--- config.mk ---
export PLATFORM = sky130hd
export DESIGN_NAME = pfd_tristate_cmp
export DESIGN_NICKNAME = d
export VERILOG_FILES = /design/src/rtl/pfd_pkg.sv /design/src/rtl/pfd_sync.sv /design/src/rtl/pfd_fsm.sv /design/src/rtl/pfd_outdec.sv /design/src/rtl/pfd_tristate_cmp.sv
export SDC_FILE = /design/constraint.sdc
export NUM_CORES = 1
export LEC_CHECK = 0
export BUFFER_PORTS_ARGS = -buffer_cell sky130_fd_sc_hd__buf_4
export CAP_MARGIN = 20
export CORE_AREA = 2 2 39 41
export CTS_CLUSTER_SIZE = 14
export DETAILED_ROUTE_END_ITERATION = 7
export DIE_AREA = 0 0 41 43
export SYNTH_ARGS = -nofsm -noshare
export SYNTH_HDL_FRONTEND = slang
export SYNTH_HIERARCHICAL = 1
export SYNTH_SLANG_ARGS = --single-unit
--- constraint.sdc ---
create_clock -name clk -period 1.2 [get_ports clk]
set_input_delay 0.18 -clock clk [delete_from_list [all_inputs] [get_ports clk]]
set_output_delay 0.18 -clock clk [all_outputs]
set_load 0.05 [all_outputs]
--- src/rtl/pfd_pkg.sv ---
`timescale 1ns/1ps
package pfd_pkg;

    typedef enum logic [1:0] {
        M_IDLE = 2'd0,
        M_UP   = 2'd1,
        M_DN   = 2'd2
    } steer_mode_e;

    // One of twelve comparator states: steering mode plus recorded input levels
    typedef struct packed {
        steer_mode_e mode;
        logic        sig_lvl;
        logic        cmp_lvl;
    } pc_state_t;

    localparam pc_state_t PC_RESET = '{mode: M_IDLE, sig_lvl: 1'b0, cmp_lvl: 1'b0};

    // Apply the reference input's new level
    function automatic pc_state_t apply_sig(input pc_state_t st, input logic lvl);
        pc_state_t r;
        r = st;
        if (lvl && !st.sig_lvl) begin
            r.mode = (st.mode == M_DN) ? M_IDLE : M_UP;
        end
        r.sig_lvl = lvl;
        return r;
    endfunction

    // Apply the feedback input's new level
    function automatic pc_state_t apply_cmp(input pc_state_t st, input logic lvl);
        pc_state_t r;
        r = st;
        if (lvl && !st.cmp_lvl) begin
            r.mode = (st.mode == M_UP) ? M_IDLE : M_DN;
        end
        r.cmp_lvl = lvl;
        return r;
    endfunction

endpackage

--- src/rtl/pfd_sync.sv ---
`timescale 1ns/1ps
module pfd_sync #(
    parameter int STAGES = 2,
    parameter int WIDTH  = 2
) (
    input  logic             clk,
    input  logic             rst,
    input  logic [WIDTH-1:0] d,
    output logic [WIDTH-1:0] q
);
    logic [WIDTH-1:0] chain [STAGES];

    generate
        for (genvar i = 0; i < STAGES; i++) begin : g_stage
            if (i == 0) begin : g_first
                always_ff @(posedge clk) begin
                    if (rst) chain[0] <= '0;
                    else     chain[0] <= d;
                end
            end else begin : g_next
                always_ff @(posedge clk) begin
                    if (rst) chain[i] <= '0;
                    else     chain[i] <= chain[i-1];
                end
            end
        end
    endgenerate

    assign q = chain[STAGES-1];
endmodule

--- src/rtl/pfd_fsm.sv ---
`timescale 1ns/1ps
module pfd_fsm
    import pfd_pkg::*;
(
    input  logic      clk,
    input  logic      rst,
    input  logic      sig_s,
    input  logic      cmp_s,
    output pc_state_t st
);
    pc_state_t mid, nxt;

    // Reference edge first, feedback edge second
    always_comb begin
        mid = apply_sig(st, sig_s);
        nxt = apply_cmp(mid, cmp_s);
    end

    always_ff @(posedge clk) begin
        if (rst) st <= PC_RESET;
        else     st <= nxt;
    end

    logic sig_rise, cmp_rise, any_rise;
    assign sig_rise = sig_s && !st.sig_lvl;
    assign cmp_rise = cmp_s && !st.cmp_lvl;
    assign any_rise = sig_rise || cmp_rise;

    a_r1_reset_idle: assert property (@(posedge clk)
        rst |=> (st.mode == M_IDLE && !st.sig_lvl && !st.cmp_lvl));

    a_r2_sig_starts_up: assert property (@(posedge clk) disable iff (rst)
        (st.mode == M_IDLE && sig_rise && !cmp_rise) |=> st.mode == M_UP);

    a_r2_cmp_starts_dn: assert property (@(posedge clk) disable iff (rst)
        (st.mode == M_IDLE && cmp_rise && !sig_rise) |=> st.mode == M_DN);

    a_r3_cmp_ends_up: assert property (@(posedge clk) disable iff (rst)
        (st.mode == M_UP && cmp_rise && !sig_rise) |=> st.mode == M_IDLE);

    a_r4_up_holds: assert property (@(posedge clk) disable iff (rst)
        (st.mode == M_UP && sig_rise && !cmp_rise) |=> st.mode == M_UP);

    a_r5_fall_no_effect: assert property (@(posedge clk) disable iff (rst)
        !any_rise |=> $stable(st.mode));

    a_r8_both_from_dn: assert property (@(posedge clk) disable iff (rst)
        (st.mode == M_DN && sig_rise && cmp_rise) |=> st.mode == M_DN);
endmodule

--- src/rtl/pfd_outdec.sv ---
`timescale 1ns/1ps
module pfd_outdec
    import pfd_pkg::*;
(
    input  pc_state_t st,
    output logic      up,
    output logic      dn,
    output logic      hiz,
    output logic      aligned
);
    always_comb begin
        up      = (st.mode == M_UP);
        dn      = (st.mode == M_DN);
        hiz     = (st.mode != M_UP) && (st.mode != M_DN);
        aligned = (st.mode == M_IDLE);
    end
endmodule

--- src/rtl/pfd_tristate_cmp.sv ---
`timescale 1ns/1ps
module pfd_tristate_cmp
    import pfd_pkg::*;
#(
    parameter int SYNC_STAGES = 2
) (
    input  logic clk,
    input  logic rst,
    input  logic sig_in,
    input  logic cmp_in,
    output logic up_o,
    output logic dn_o,
    output logic hiz_o,
    output logic aligned_o
);
    localparam int NUM_IN = 2;

    logic [NUM_IN-1:0] raw_in, sync_out;
    pc_state_t         cur;

    assign raw_in = {sig_in, cmp_in};

    pfd_sync #(.STAGES(SYNC_STAGES), .WIDTH(NUM_IN)) u_sync (
        .clk (clk),
        .rst (rst),
        .d   (raw_in),
        .q   (sync_out)
    );

    pfd_fsm u_fsm (
        .clk   (clk),
        .rst   (rst),
        .sig_s (sync_out[1]),
        .cmp_s (sync_out[0]),
        .st    (cur)
    );

    pfd_outdec u_dec (
        .st      (cur),
        .up      (up_o),
        .dn      (dn_o),
        .hiz     (hiz_o),
        .aligned (aligned_o)
    );

    a_r6_one_of_three: assert property (@(posedge clk) disable iff (rst)
        $onehot({up_o, dn_o, hiz_o}));

    a_r7_flag_when_idle: assert property (@(posedge clk) disable iff (rst)
        aligned_o == hiz_o);

    a_r5_flag_stable_on_fall: assert property (@(posedge clk) disable iff (rst)
        (!up_o && !dn_o && !$rose(up_o) && $stable(sync_out) && !rst) |=> aligned_o);
endmodule

==> results.yml, run 1 <==
timing:
  worst_pin_slew_ns: 0.142
  timing.final.hold_violations: 0
  fin_crit_sh_pct: 102
  fin_skew_ns: 0.00388
  tns_ns: -0.0240
  setup_slack_ns: -0.0240
  setup_violations: 1
  slew_violations: 0
  rsz0062_at_grt: "yes"
  relSlewSlack_pct: 90.5
  hold_ws_ns: 0.150
  clock.fmax_ghz: 0.817
  min_period_ns: 1.22
synthesis:
  synth.net_count: 34
  syn_inst: 27
  ys_warn_count: 6
  synthesis.area_sq_um: 312
  post_synth.cell_area_avg_sq_um: 11.5
placed_design:
  placedCellCount: 52
  dp_slack_ns: 0.123
  place.gp.congestion: 0.636
  port_buffers: 7
  placed_cell_area_sq_um: 399
routing:
  drtIter0Drc: 4
  dr.pass1.iters: 3
  vias: 214
  via_per_inst: 3.89
  wl_per_cell_um: 7.40
  route.detailed.drc: 0
  drt_wl_total_um: 407
  ant_nets: 0
global_routing:
  grtUsageTotal_pct: 6.17
  antenna_found_initial: 0
  grt_max_degree: 9
  grt_pass1_vias: 180
  grt_overflow: 0
  grt_pass1_wl_um: 648
finish:
  finalNonFillerCells: 55
  area_growth_pct: 46.6
  final_common_cell: "nor2b_1"
  diodes: 0
  fin_nets: 48
  design_area_sq_um: 457
  postLayoutCoreUtil_pct: 33.0
  drive_gt1_share_pct: 61.5
  fillers: 140
  final_cell_mix: "nor2b_1, buf_4, dfxtp_1, clkbuf_4, inv_2"
floorplan:
  coreArea_sq_um: 1380
  die_w_um: 41
  die_h_um: 43
  die-area_sq_um: 1760
  rows: 14
  num_io_pins: 8
  start_util_pct: 22.5
power:
  total_power_mw: 0.585
  p_leak_nw: 0.189
  irDropWorstVdd_v: 0.000625
  power.density_cell_area_nw_per_um2: 1280
run:
  max_cap_viol_count: 0
critical_path:
  crit_arrival_ns: 1.04
  timing.rr.start: "u_fsm/st[2]"
  cp_cell_sequence: "inv_2, ha_4, inv_2, buf_8"
  cp-end-kind: "primary output"
  crit_buf_inv: 3
  critPathSlowestCell: "dfxtp_2"
  cpLargestDelayFamily: "flip-flops"
  criticalPathCategory: "flop to primary output"
  crit_fanout: 2
  crit_top_cell: "inv_2"
  cp-start-kind: "flop"
  crit_start: "u_fsm/st[2]"
  cpPeakStageDelay_ns: 0.33
  cp.required_ns: 1.02
cts:
  root_buffer: "clkbuf_4"
  cts_max_level: 1
  ctsHoldBuffers: 0
  clock_latency_ns: 0.25
  numCtsBuffers: 3
  clk_pin_slew_ns: 0.05
  cts.sinks: 8
  clockBufferDepth: 2
  cts_tree: "done"
run_status:
  status: "complete, but fails checks"
  violations: "negative setup slack"
worst_hold_path:
  hp-start: "sig_in"
  hold_class: "input pin to flop"
## sequential cells by signal (all words and copies together), names as in the netlist
signal,cells
u_fsm/st,4
u_sync/chain,4
## what timing repair did
action                                  in CTS  in global routing
gates resized for setup                     10                  2
endpoints found under the setup margin       4                  3
pin swaps                                    1                  0
buffers inserted                             0                  0
## worst paths after layout
kind,end,slack (ns),cells past startpoint
min reg2reg,u_sync/chain[1][0],0.43,1
min,u_sync/chain[0][1],0.15,2
max reg2reg,u_fsm/st[3],0.19,4
max,hiz_o,-0.02,4
## layout make-up
cell class	count	area, sq um	area share (%)
clock buffers	3	22.5	4.93
multi-input cells	16	158	34.5
well taps	16	20.0	4.38
repair buffers	9	82.6	18.1
inverters	3	11.3	2.47
flip-flops and latches	8	163	35.6
## where the power goes
group	internal (mW)	total (mW)	switching (mW)
Clock	0.114	0.193	0.0791
Combinational	0.0507	0.110	0.0590
Sequential	0.278	0.283	0.00450
Total	0.443	0.585	0.143
## layer usage
| layer | wire length, um | track usage [%] |
|---|---|---|
| met3 | 42 | 4.71 |
| met2 | 184 | 8.44 |
| met1 | 180 | 5.26 |
| met5 | 0 | 0 |
| met4 | 0 | 6.00 |
Power figures use the tool's default switching activity.
==> inputs of run 2 (changes only) <==
- MAX_ROUTING_LAYER: unset -> met4
- SKIP_CTS_REPAIR_TIMING: unset -> 1
- clock period: 1.2 -> 1.55 ns (I/O delays scaled with it)
==> results.yml, run 2 (synthesis gave the netlist of run 1 again) <==
power:
  p_clk_share_pct: 34.6
  irDropWorstVdd_v: 0.000480
  total_power_mw: 0.440
  p_leak_nw: 0.174
  seqPwrFrac_pct: 49.9
  p_sw_mw: 0.109
  combPwrFrac_pct: 15.4
  intPower_mw: 0.331
  power.density_cell_area_nw_per_um2: 1080
  swShare_pct: 24.8
global_routing:
  grt_max_degree: 9
  grt_pass1_vias: 175
  antenna_found_initial: 0
  grt_overflow: 0
  grtUsageTotal_pct: 6.10
  grt_pass1_wl_um: 662
finish:
  fin_nets: 46
  final_cell_mix: "dfxtp_1, buf_4, nor2b_1"
  diodes: 0
  drive_gt1_share_pct: 37.8
  reg.largest.list: "u_fsm/st (4), u_sync/chain (4)"
  design_area_sq_um: 407
  postLayoutCoreUtil_pct: 29.4
  final_common_cell: "dfxtp_1"
  area_growth_pct: 30.5
cts:
  cts_tree: "done"
  root_buffer: "clkbuf_4"
  cts_max_level: 1
  clk_pin_slew_ns: 0.05
  cts.sinks: 8
  clockBufferDepth: 2
  clock_latency_ns: 0.25
  numCtsBuffers: 3
routing:
  dr.pass1.iters: 2
  ant_nets: 0
  drt_wl_total_um: 367
  vias: 198
  wl_per_cell_um: 6.92
  route.detailed.drc: 0
  via_per_inst: 3.74
  drtIter0Drc: 2
critical_path:
  cpPeakStageDelay_ns: 0.38
  crit_buf_inv: 3
  criticalPathCategory: "flop to primary output"
  crit_top_cell: "inv_1"
  crit_start: "u_fsm/st[2]"
  timing.rr.end: "u_fsm/st[3]"
  cp-end-kind: "primary output"
  cp_cell_sequence: "inv_1, ha_1, inv_1, buf_4"
  critPathSlowestCell: "dfxtp_1"
  reg2reg_slack_ns: 0.57
  cp.depth: 4
  timing.rr.start: "u_sync/chain[1][0]"
  cpLargestDelayFamily: "flip-flops"
  crit_arrival_ns: 1.23
  cp-start-kind: "flop"
  crit_end: "hiz_o"
  crit_fanout: 4
  cp.required_ns: 1.32
  r2r_cells: 3
floorplan:
  die_w_um: 41
  die_h_um: 43
  num_io_pins: 8
  coreArea_sq_um: 1380
  die-area_sq_um: 1760
  rows: 14
  start_util_pct: 22.5
timing:
  worst_pin_slew_ns: 0.151
  hold_ws_ns: 0.203
  setup_violations: 0
  min_period_ns: 1.47
  timing.final.hold_violations: 0
  relSlewSlack_pct: 89.9
  rsz0062_at_grt: "no"
  fin_skew_ns: 0.00476
  slew_violations: 0
  tns_ns: 0
  fin_crit_sh_pct: 94.7
  clock.fmax_ghz: 0.681
run_status:
  status: "complete, no violations"
placed_design:
  place.gp.congestion: 0.570
  placed_cell_area_sq_um: 384
  port_buffers: 7
run:
  max_cap_viol_count: 0
worst_hold_path:
  hold_class: "input pin to flop"
[run 2: cell count changes in the layout (fill, tap and decap cells not counted), moves of 2 or more]
cell	delta
inv_1	+3
ha_1	+3
buf_6	-2
dfxtp_2	-2
ha_2	-2
inv_2	-3
dfxtp_1	+2
[run 2: power groups by stage]
| stage | combinational [mW] | clock, mW | sequential, mW |
|---|---|---|---|
| 2_1_floorplan | 0.0498 | 0 | 0.223 |
| 3_3_place_gp | 0.0681 | 0 | 0.224 |
| 3_5_place_dp | 0.0686 | 0 | 0.224 |
| 4_1_cts | 0.0687 | 0.162 | 0.220 |
| 5_1_grt | 0.0743 | 0.171 | 0.221 |
| 6_report | 0.0680 | 0.152 | 0.220 |
[run 2: worst min-delay path by stage]
stage | from | endpoint | slack, ns | cells after the start
6_report | cmp_in | u_sync/chain[0][0] | 0.20 | 2
5_1_grt | rst | u_fsm/st[3] | 0.21 | 2
4_1_cts | cmp_in | u_sync/chain[0][0] | 0.19 | 2
3_5_place_dp | u_sync/chain[0][1] | u_sync/chain[1][1] | 0.43 | 1
3_3_place_gp | u_sync/chain[0][1] | u_sync/chain[1][1] | 0.42 | 1
2_1_floorplan | rst | u_fsm/st[3] | 0.30 | 1
[run 2: layer usage]
metal	up-vias	routed length, um	track usage [%]
met2	8	153	7.50
met4	0	0	4.00
met5	-	0	-
met3	0	36	4.71
met1	85	178	6.54
li1	105	-	-
[run 2: stage by stage]
stage          setup slack [ns]  std cells
2_1_floorplan             0.310         27
3_3_place_gp              0.346         50
3_5_place_dp              0.344         50
4_1_cts                  0.0657         53
5_1_grt                  0.0146         53
6_report                 0.0826         53
[run 2: final cells by class]
class                   count  area [sq um]
well taps                  16          20.0
inverters                   3          11.3
clock buffers               3          22.5
flip-flops and latches      8           160
repair buffers              7          52.6
multi-input cells          16           140
fillers                   143           977
==> inputs of run 3 (changes only) <==
- PLACE_DENSITY_LB_ADDON: unset -> 0.2
==> results.yml, run 3 (synthesis gave the netlist of run 1 again) <==
floorplan:
  die_h_um: 43
  die_w_um: 41
  start_util_pct: 22.5
  die-area_sq_um: 1760
  num_io_pins: 8
  coreArea_sq_um: 1380
  rows: 14
timing:
  min_period_ns: 1.43
  worst_pin_slew_ns: 0.131
  setup_violations: 0
  fin_crit_sh_pct: 92.5
  rsz0062_at_grt: "no"
  timing.final.hold_violations: 0
  setup_slack_ns: 0.116
  tns_ns: 0
  clock.fmax_ghz: 0.697
  relSlewSlack_pct: 91.3
  slew_violations: 0
  fin_skew_ns: 0.00114
power:
  intPower_mw: 0.332
  combPwrFrac_pct: 15.7
  power.density_cell_area_nw_per_um2: 1080
  p_clk_share_pct: 34.3
  swShare_pct: 24.5
  p_sw_mw: 0.108
  p_leak_nw: 0.174
  irDropWorstVdd_v: 0.000476
  seqPwrFrac_pct: 50.0
  total_power_mw: 0.439
cts:
  cts.sinks: 8
  clock_latency_ns: 0.24
  clockBufferDepth: 2
  cts_tree: "done"
  clk_pin_slew_ns: 0.05
  root_buffer: "clkbuf_4"
  numCtsBuffers: 3
  cts_max_level: 1
routing:
  route.detailed.drc: 0
  vias: 205
  via_per_inst: 3.87
  drtIter0Drc: 0
  dr.pass1.iters: 1
  wl_per_cell_um: 7.79
  ant_nets: 0
  drt_wl_total_um: 413
global_routing:
  grt_pass1_vias: 203
  grt_overflow: 0
  grt_max_degree: 9
  grt_pass1_wl_um: 745
  grtUsageTotal_pct: 7.23
  antenna_found_initial: 0
finish:
  fin_nets: 46
  regArea_sq_um: 161
  postLayoutCoreUtil_pct: 29.5
  reg.largest.list: "u_fsm/st (4), u_sync/chain (4)"
  drive_gt1_share_pct: 40.5
  area_growth_pct: 30.9
  diodes: 0
  multi_input_area_sq_um: 140
  finalNonFillerCells: 53
  fillers: 156
  final_cell_mix: "buf_4, nor2b_1, dfxtp_1"
critical_path:
  crit_end: "hiz_o"
  timing.rr.start: "u_sync/chain[1][0]"
  crit_start: "u_fsm/st[3]"
  cp_cell_sequence: "inv_1, ha_1, inv_1, buf_4"
  reg2reg_slack_ns: 0.57
  timing.rr.end: "u_fsm/st[3]"
  r2r_cells: 3
  crit_arrival_ns: 1.20
  cpPeakStageDelay_ns: 0.37
  cp-end-kind: "primary output"
  criticalPathCategory: "flop to primary output"
  crit_top_cell: "inv_1"
  crit_fanout: 4
  critPathSlowestCell: "dfxtp_1"
  cp-start-kind: "flop"
  cp.required_ns: 1.32
worst_hold_path:
  hold_class: "input pin to flop"
placed_design:
  placedCellCount: 50
  dp_slack_ns: 0.343
  port_buffers: 7
  place.gp.congestion: 0.589
run:
  max_cap_viol_count: 0
run_status:
  status: "complete, no violations"
## run 3: power by group through the flow
stage | clock network, mW | logic (mW) | registers [mW]
floorplan | 0 | 0.0498 | 0.223
global placement | 0 | 0.0686 | 0.224
detailed placement | 0 | 0.0701 | 0.224
CTS | 0.162 | 0.0702 | 0.219
global route | 0.172 | 0.0753 | 0.221
finish | 0.151 | 0.0689 | 0.220
## run 3: through the flow
stage | cell area, sq um | hold slack, ns
final | 408 | 0.198
after floorplan | 312 | 0.297
after detailed placement | 384 | 0.423
after global placement | 384 | 0.419
after global routing | 408 | 0.215
after CTS | 407 | 0.189
## run 3: layout make-up
type                    instances  share of cell area [%]
repair buffers                  7                    12.9
multi-input cells              16                    34.4
well taps                      16                    4.91
inverters                       3                    2.76
flip-flops and latches          8                    39.6
clock buffers                   3                    5.52
## run 3: layer usage
metal,GRT usage (%),up-vias,wire length (um)
met4,10.0,0,8
li1,-,104,-
met1,5.54,91,171
met3,3.14,2,39
met5,-,-,0
met2,10.0,8,194
## run 3: critical path: cells and delay by family, from the launching register on
| kind | cells | cell delay, ns |
|---|---|---|
| buffers and inverters | 3 | 0.31 |
| DFF | 1 | 0.37 |
| adders and majority gates | 1 | 0.27 |
## run 3: how the worst min path moves through the flow
| stage | end | from | cells after the start | slack (ns) |
|---|---|---|---|---|
| after global placement | u_sync/chain[1][1] | u_sync/chain[0][1] | 1 | 0.42 |
| after floorplan | u_fsm/st[3] | rst | 1 | 0.30 |
| after CTS | u_sync/chain[0][1] | sig_in | 2 | 0.19 |
| after detailed placement | u_sync/chain[1][1] | u_sync/chain[0][1] | 1 | 0.42 |
| final | u_sync/chain[0][1] | sig_in | 2 | 0.20 |
| after global routing | u_fsm/st[3] | rst | 2 | 0.22 |
